**config.mk**
```make
export PLATFORM = sky130hd
export DESIGN_NAME = cascade_result_arbiter
export DESIGN_NICKNAME = d
export VERILOG_FILES = /design/src/rtl/cascade_arb_pkg.sv /design/src/rtl/cascade_input_stage.sv /design/src/rtl/cascade_prio_pick.sv /design/src/rtl/cascade_delay_line.sv /design/src/rtl/cascade_full_detect.sv /design/src/rtl/cascade_result_arbiter.sv
export SDC_FILE = /design/constraint.sdc
export NUM_CORES = 1
export LEC_CHECK = 0
export BUFFER_PORTS_ARGS = -buffer_cell sky130_fd_sc_hd__buf_2
export CORE_MARGIN = 2
export CORE_UTILIZATION = 35
export CTS_CLUSTER_SIZE = 25
export DETAILED_ROUTE_END_ITERATION = 7
export GPL_TIMING_DRIVEN = 0
export SYNTH_ARGS = -nofsm -noshare
export SYNTH_HDL_FRONTEND = slang
export SYNTH_SLANG_ARGS = --single-unit
```
**constraint.sdc**
```tcl
create_clock -name clk -period 1.1 [get_ports clk]
set_input_delay 0.22 -clock clk [delete_from_list [all_inputs] [get_ports clk]]
set_output_delay 0.22 -clock clk [all_outputs]
set_load 0.02 [all_outputs]
```
**src/rtl/cascade_arb_pkg.sv**
```systemverilog
package cascade_arb_pkg;

    // Upper bound on the number of cascaded devices handled by the helpers.
    localparam int MAX_DEV = 32;

    // Result classification carried through the pipeline: bit 1 = valid, bit 0 = hit.
    typedef enum logic [1:0] {
        RES_IDLE = 2'b00,
        RES_MISS = 2'b10,
        RES_HIT  = 2'b11
    } res_kind_e;

    // Position of the lowest set bit, or MAX_DEV when none is set.
    function automatic int first_set(input logic [MAX_DEV-1:0] v);
        for (int i = 0; i < MAX_DEV; i++) begin
            if (v[i]) return i;
        end
        return MAX_DEV;
    endfunction

    // Classify a search outcome from the issue strobe and the merged hit flag.
    function automatic res_kind_e classify(input logic issued, input logic any_hit);
        if (!issued)  return RES_IDLE;
        if (any_hit)  return RES_HIT;
        return RES_MISS;
    endfunction

    function automatic logic kind_valid(input res_kind_e k);
        return k[1];
    endfunction

    function automatic logic kind_hit(input res_kind_e k);
        return k[0];
    endfunction

endpackage

```
**src/rtl/cascade_input_stage.sv**
```systemverilog
module cascade_input_stage #(
    parameter int N_DEV  = 4,
    parameter int LIDX_W = 10
) (
    input  logic                    clk,
    input  logic                    rst,
    input  logic                    srch_valid,
    input  logic [N_DEV-1:0]        dev_hit,
    input  logic [N_DEV*LIDX_W-1:0] dev_idx,
    output logic                    srch_q,
    output logic [N_DEV-1:0]        hit_q,
    output logic [N_DEV*LIDX_W-1:0] idx_q
);

    // Hit flags are qualified by the issue strobe so idle cycles carry no hits.
    always_ff @(posedge clk) begin
        if (rst) begin
            srch_q <= 1'b0;
            hit_q  <= '0;
            idx_q  <= '0;
        end else begin
            srch_q <= srch_valid;
            hit_q  <= srch_valid ? dev_hit : '0;
            idx_q  <= dev_idx;
        end
    end

    // no hit survives a cycle without a search
    a_r7_idle_no_hit: assert property (@(posedge clk) disable iff (rst)
        !srch_q |-> (hit_q == '0));

endmodule

```
**src/rtl/cascade_prio_pick.sv**
```systemverilog
module cascade_prio_pick
    import cascade_arb_pkg::*;
#(
    parameter int N_DEV  = 4,
    parameter int LIDX_W = 10
) (
    input  logic                    clk,
    input  logic                    rst,
    input  logic [N_DEV-1:0]        hit_vec,
    input  logic [N_DEV*LIDX_W-1:0] idx_flat,
    output logic                    any_hit,
    output int                      win_dev,
    output logic [N_DEV-1:0]        grant,
    output logic [LIDX_W-1:0]       win_local
);

    logic [LIDX_W-1:0] idx_arr [N_DEV];
    logic [N_DEV:0]    seen;

    assign seen[0] = 1'b0;

    // Prefix chain: a device wins when it hits and no lower device has hit.
    for (genvar d = 0; d < N_DEV; d++) begin : g_dev
        assign idx_arr[d]  = idx_flat[d*LIDX_W +: LIDX_W];
        assign seen[d+1]   = seen[d] | hit_vec[d];
        assign grant[d]    = hit_vec[d] & ~seen[d];
    end

    assign any_hit = seen[N_DEV];
    assign win_dev = first_set(MAX_DEV'(hit_vec));

    // AND-OR select of the winning local index.
    always_comb begin
        win_local = '0;
        for (int d = 0; d < N_DEV; d++) begin
            win_local = win_local | (idx_arr[d] & {LIDX_W{grant[d]}});
        end
    end

    // the chain's winner is the lowest hitting device
    a_r3_lowest_wins: assert property (@(posedge clk) disable iff (rst)
        any_hit |-> (grant[win_dev] && hit_vec[win_dev] &&
                     ((MAX_DEV'(hit_vec) & ((MAX_DEV'(1) << win_dev) - MAX_DEV'(1))) == '0)));

    // the grant vector is one-hot exactly when some device hit
    a_r9_grant_onehot: assert property (@(posedge clk) disable iff (rst)
        $onehot0(grant) && ((grant != '0) == (hit_vec != '0)));

endmodule

```
**src/rtl/cascade_delay_line.sv**
```systemverilog
module cascade_delay_line #(
    parameter int W      = 8,
    parameter int STAGES = 1
) (
    input  logic         clk,
    input  logic         rst,
    input  logic [W-1:0] din,
    output logic [W-1:0] dout
);

    if (STAGES == 0) begin : g_bypass
        assign dout = din;
    end else begin : g_regs
        logic [W-1:0] pipe [STAGES];
        for (genvar s = 0; s < STAGES; s++) begin : g_stage
            always_ff @(posedge clk) begin
                if (rst) begin
                    pipe[s] <= '0;
                end else if (s == 0) begin
                    pipe[s] <= din;
                end else begin
                    pipe[s] <= pipe[(s == 0) ? 0 : s-1];
                end
            end
        end
        assign dout = pipe[STAGES-1];
    end

endmodule

```
**src/rtl/cascade_full_detect.sv**
```systemverilog
module cascade_full_detect #(
    parameter int N_DEV = 4
) (
    input  logic             clk,
    input  logic             rst,
    input  logic [N_DEV-1:0] dev_full,
    output logic             all_full
);

    always_ff @(posedge clk) begin
        if (rst) all_full <= 1'b0;
        else     all_full <= &dev_full;
    end

    // full only when every device was full on the previous edge
    a_r8_full_all: assert property (@(posedge clk) disable iff (rst)
        all_full |-> $past(dev_full == '1));

endmodule

```
**src/rtl/cascade_result_arbiter.sv**
```systemverilog
module cascade_result_arbiter
    import cascade_arb_pkg::*;
#(
    parameter int N_DEV   = 4,
    parameter int DEPTH   = 1024,
    parameter int LATENCY = 3,
    parameter int LIDX_W  = $clog2(DEPTH),
    parameter int GIDX_W  = $clog2(N_DEV * DEPTH)
) (
    input  logic                    clk,
    input  logic                    rst,
    input  logic                    srch_valid,
    input  logic [N_DEV-1:0]        dev_hit,
    input  logic [N_DEV*LIDX_W-1:0] dev_idx,
    input  logic [N_DEV-1:0]        dev_full,
    output logic                    res_valid,
    output logic                    res_hit,
    output logic [GIDX_W-1:0]       res_index,
    output logic [N_DEV-1:0]        drive_en,
    output logic                    cascade_full
);

    localparam int TAIL = (LATENCY > 2) ? LATENCY - 2 : 0;

    typedef struct packed {
        res_kind_e         kind;
        logic [GIDX_W-1:0] gidx;
        logic [N_DEV-1:0]  grant;
    } result_t;

    localparam int RES_W = $bits(result_t);

    // Stage 1: capture the cascade reports.
    logic                    srch_q;
    logic [N_DEV-1:0]        hit_q;
    logic [N_DEV*LIDX_W-1:0] idx_q;

    cascade_input_stage #(.N_DEV(N_DEV), .LIDX_W(LIDX_W)) u_in (
        .clk(clk), .rst(rst), .srch_valid(srch_valid), .dev_hit(dev_hit),
        .dev_idx(dev_idx), .srch_q(srch_q), .hit_q(hit_q), .idx_q(idx_q)
    );

    // Arbitration among the captured reports.
    logic              any_hit;
    int                win_dev;
    logic [N_DEV-1:0]  grant;
    logic [LIDX_W-1:0] win_local;

    cascade_prio_pick #(.N_DEV(N_DEV), .LIDX_W(LIDX_W)) u_pick (
        .clk(clk), .rst(rst), .hit_vec(hit_q), .idx_flat(idx_q),
        .any_hit(any_hit), .win_dev(win_dev), .grant(grant), .win_local(win_local)
    );

    // Stage 2: register the settled decision.
    result_t res_next, res_q, res_out;

    always_comb begin
        res_next.kind  = classify(srch_q, any_hit);
        res_next.grant = grant;
        res_next.gidx  = '0;
        if (any_hit) begin
            res_next.gidx = GIDX_W'(win_dev) * GIDX_W'(DEPTH) + GIDX_W'(win_local);
        end
    end

    always_ff @(posedge clk) begin
        if (rst) res_q <= '0;
        else     res_q <= res_next;
    end

    // Remaining alignment stages keep index, strobes and enables together.
    logic [RES_W-1:0] tail_out;

    cascade_delay_line #(.W(RES_W), .STAGES(TAIL)) u_tail (
        .clk(clk), .rst(rst), .din(res_q), .dout(tail_out)
    );

    assign res_out   = result_t'(tail_out);
    assign res_valid = kind_valid(res_out.kind);
    assign res_hit   = kind_hit(res_out.kind);
    assign res_index = res_out.gidx;
    assign drive_en  = res_out.grant;

    cascade_full_detect #(.N_DEV(N_DEV)) u_full (
        .clk(clk), .rst(rst), .dev_full(dev_full), .all_full(cascade_full)
    );

    // a single device drives the bus, and only on a hit
    a_r9_single_driver: assert property (@(posedge clk) disable iff (rst)
        $onehot0(drive_en) && ((drive_en != '0) == res_hit));

    // a hit is always a valid result
    a_r9_hit_valid: assert property (@(posedge clk) disable iff (rst)
        res_hit |-> res_valid);

    // the device field of the global index names the enabled device
    a_r2_index_device: assert property (@(posedge clk) disable iff (rst)
        res_hit |-> (int'(res_index / GIDX_W'(DEPTH)) == first_set(MAX_DEV'(drive_en))));

    // a miss shows no index and no driver
    a_r4_miss_quiet: assert property (@(posedge clk) disable iff (rst)
        (res_valid && !res_hit) |-> (res_index == '0 && drive_en == '0));

endmodule

```
==> metrics.yaml <==
status: "complete, but fails checks"
violations: "setup timing"
drive_gt1_frac: 0.3546
place_area_um2: 3043
m1WireLength_um: 2229
max-slew-margin-rel: 0.6705
r2r_cells: 5
fin_nets: 359
avgSynthCellArea_um2: 11.44
synthTopCellsByArea: "dfxtp_1, nor2b_1, a32o_1"
fin_crit_ns: 1.230
dp_cells: 393
rsz0062_at_grt: "true"
tightestPinTransition_ns: 0.4943
critPathRequiredTime_ns: 1.33
ys_ff_latch: 82
gr-usage-all-layers: 0.1292
grt_overflow: 0
first_global_vias: 1629
p_leak_nw: 1.403
start_util: 0.3587
path_max_fanout: 7
grt_pass1_wl_um: 7838
min_path_type: "in2reg"
fin_util: 0.4579
ios: 70
htreeDepth: 3
portBuffers: 69
finalHoldViolCount: 0
dieArea_um2: 8055
first_pass_iters: 4
setup_violations: 10
cts-root-buf: "clkbuf_8"
reg2reg_slack_ns: -0.13
drv_cap: 0
clk_path_buf_depth: 2
ant_nets: 0
power-per-cell-area_nw_per_um2: 1690
worstSetupStartpointType: "register"
wl_met3_um: 249
clock_sinks: 82
critical_path_cell_count: 5
syn_inst: 225
cp-startpoint: "u_in.hit_q[1]"
end_kind: "register"
synth.distinct_cells: 24
syn_to_final_growth_pct: 27.66
gp_congestion: 0.7652
cts_tree: "yes"
routed_wl_um: 5039
coreArea_um2: 7176
clk_pin_slew_ns: 0.08
rows: 31
syn_nets: 276
path_cells: "buf_6 > nor4_4 > buf_4 > nor2_2 > a32o_1"
vias_per_cell: 4.172
r2r-end: "res_q[11]"
drc: 0
finClkSkew_ns: 0.008343
hpwlAfterDp_um: 3640
cts_buffers: 9
r2r_start: "u_in.hit_q[1]"
stdcell_count: 412
stdcell_area_um2: 3286
hold_buffers: 0
crit_type: "reg2reg"
setup_ws_ns: -0.1297
grt_max_degree: 14
die_height_um: 89.75
top_layer_used: "met4"
cp_data_arrival_time_ns: 1.46
n_antenna_cell: 0
finalPower_w: 0.005552
slowest_delay_ns: 0.31
synth.cell_area_um2: 2574
antenna_found_initial: 0
drt_iter0_drc: 42
fmax_mhz: 813.2
cp_num_buf_inv: 2
synth_top_area_frac: 0.6378
finalMaxSlewViolations: 0
yosysWarnings: 0
wl_met2_um: 2442
slowest_stage: "dfxtp_1"
vdd.ir_drop.worst_mv: 0.5791
fp.dieW_um: 89.75
timing.final.crit_share: 1.118
routedWlPerCell_um: 12.23
synth_top_area_cell: "dfxtp_1"
seq_area_frac_synth: 0.6378
cp-endpoint: "res_q[11]"
num_vias: 1719
fin_hold_ws_ns: 0.07467
worst_path_dominant_cell_family: "buffers and inverters"
clk-insertion-delay-late_ns: 0.35
[flip-flops by register name, summed over array words and instances (netlist names)]
register and count:
res_q 18, u_full.all_full 1, u_in.hit_q 4, u_in.idx_q 40, u_in.srch_q 1, u_tail.g_regs.pipe 18
[cell type report]
type                            instances  area, um^2
Timing Repair Buffer                   71       360.3
Clock buffer                           10       127.6
Clock inverter                          6       57.56
Buffer                                 15       120.1
Fill cell                             685        3890
Tap cell                               99       123.9
Multi-Input combinational cell        128       849.6
Sequential cell                        82        1643
Inverter                                1       3.754
[worst register-to-register path, stage by stage, from the launching register on]
cell and delay (ns):
dfxtp_1 0.31, buf_6 0.14, nor4_4 0.20, buf_4 0.18, nor2_2 0.07, a32o_1 0.23
[worst min path at each step]
stage | start | to | slack [ns] | cells past startpoint
after global routing | dev_hit[2] | u_in.hit_q[2] | 0.06 | 2
after CTS | dev_hit[1] | u_in.hit_q[1] | 0.06 | 2
after detailed placement | res_q[17] | u_tail.g_regs.pipe[0][17] | 0.42 | 1
final | dev_idx[24] | u_in.idx_q[24] | 0.07 | 2
after floorplan | rst | res_q[17] | 0.30 | 1
after global placement | res_q[10] | u_tail.g_regs.pipe[0][10] | 0.42 | 1
[power breakdown]
part | switching (W) | total [W] | internal [W]
clock | 0.00100 | 0.00203 | 0.00103
combinational | 0.000197 | 0.000398 | 0.000201
sequential | 0.0000325 | 0.00312 | 0.00309
[cell families (layout without fill, tap and decap cells)]
group           after synthesis  in the layout  synth area share
simple gates                 96             97            0.2372
flops                        82             82            0.6378
compound gates               31             31           0.08070
buf+inv                      16            103           0.04423
[repair_timing]
item | 4_1_cts | 5_1_grt
pin swaps | 5 | 0
gates cloned | 0 | 1
resized for setup | 11 | 2
setup buffers | 0 | 2
setup endpoints to repair | 10 | 11
[per-layer routing]
metal | up-vias | global-route usage
met5 | - | 0
li1 | 897 | -
met2 | 49 | 0.2045
met4 | 0 | 0.06154
met1 | 764 | 0.1572
met3 | 9 | 0.04610
[stage by stage]
step,TNS [ns],setup WS (ns)
floorplan,-0.05867,-0.005874
global placement,-1.514,-0.1581
detailed placement,-1.653,-0.1605
CTS,-0.9323,-0.09793
global route,-1.704,-0.1748
finish,-1.188,-0.1297
[layout by cell type, fill, tap and decap left out, types with 5 or more instances in the layout]
cell type / synthesis / layout
a21oi_1: 10 / 6
nor2b_1: 61 / 61
clkbuf_8: 0 / 9
buf_2: 7 / 75
o21ai_1: 5 / 7
nand2b_1: 9 / 9
a32o_1: 10 / 10
nand2_1: 10 / 10
buf_6: 5 / 5
dfxtp_1: 82 / 81
[cells in the mapped netlist]
cell type and count:
o21ai_1 5, buf_2 7, or2b_1 2, nor4_1 1
and2b_1 1, buf_6 5, nor4_4 2, nand2b_1 9
nor4b_1 1, nor3_1 1, clkbuf_1 1, inv_1 1
nand2_1 10, o21ai_0 5, nor2b_1 61, a21oi_1 10
buf_4 2, nand4_1 1, nor2_1 2, nor2_4 1
dfxtp_1 82, and2_1 4, a211oi_1 1, a32o_1 10
Power figures use the tool's default switching activity.
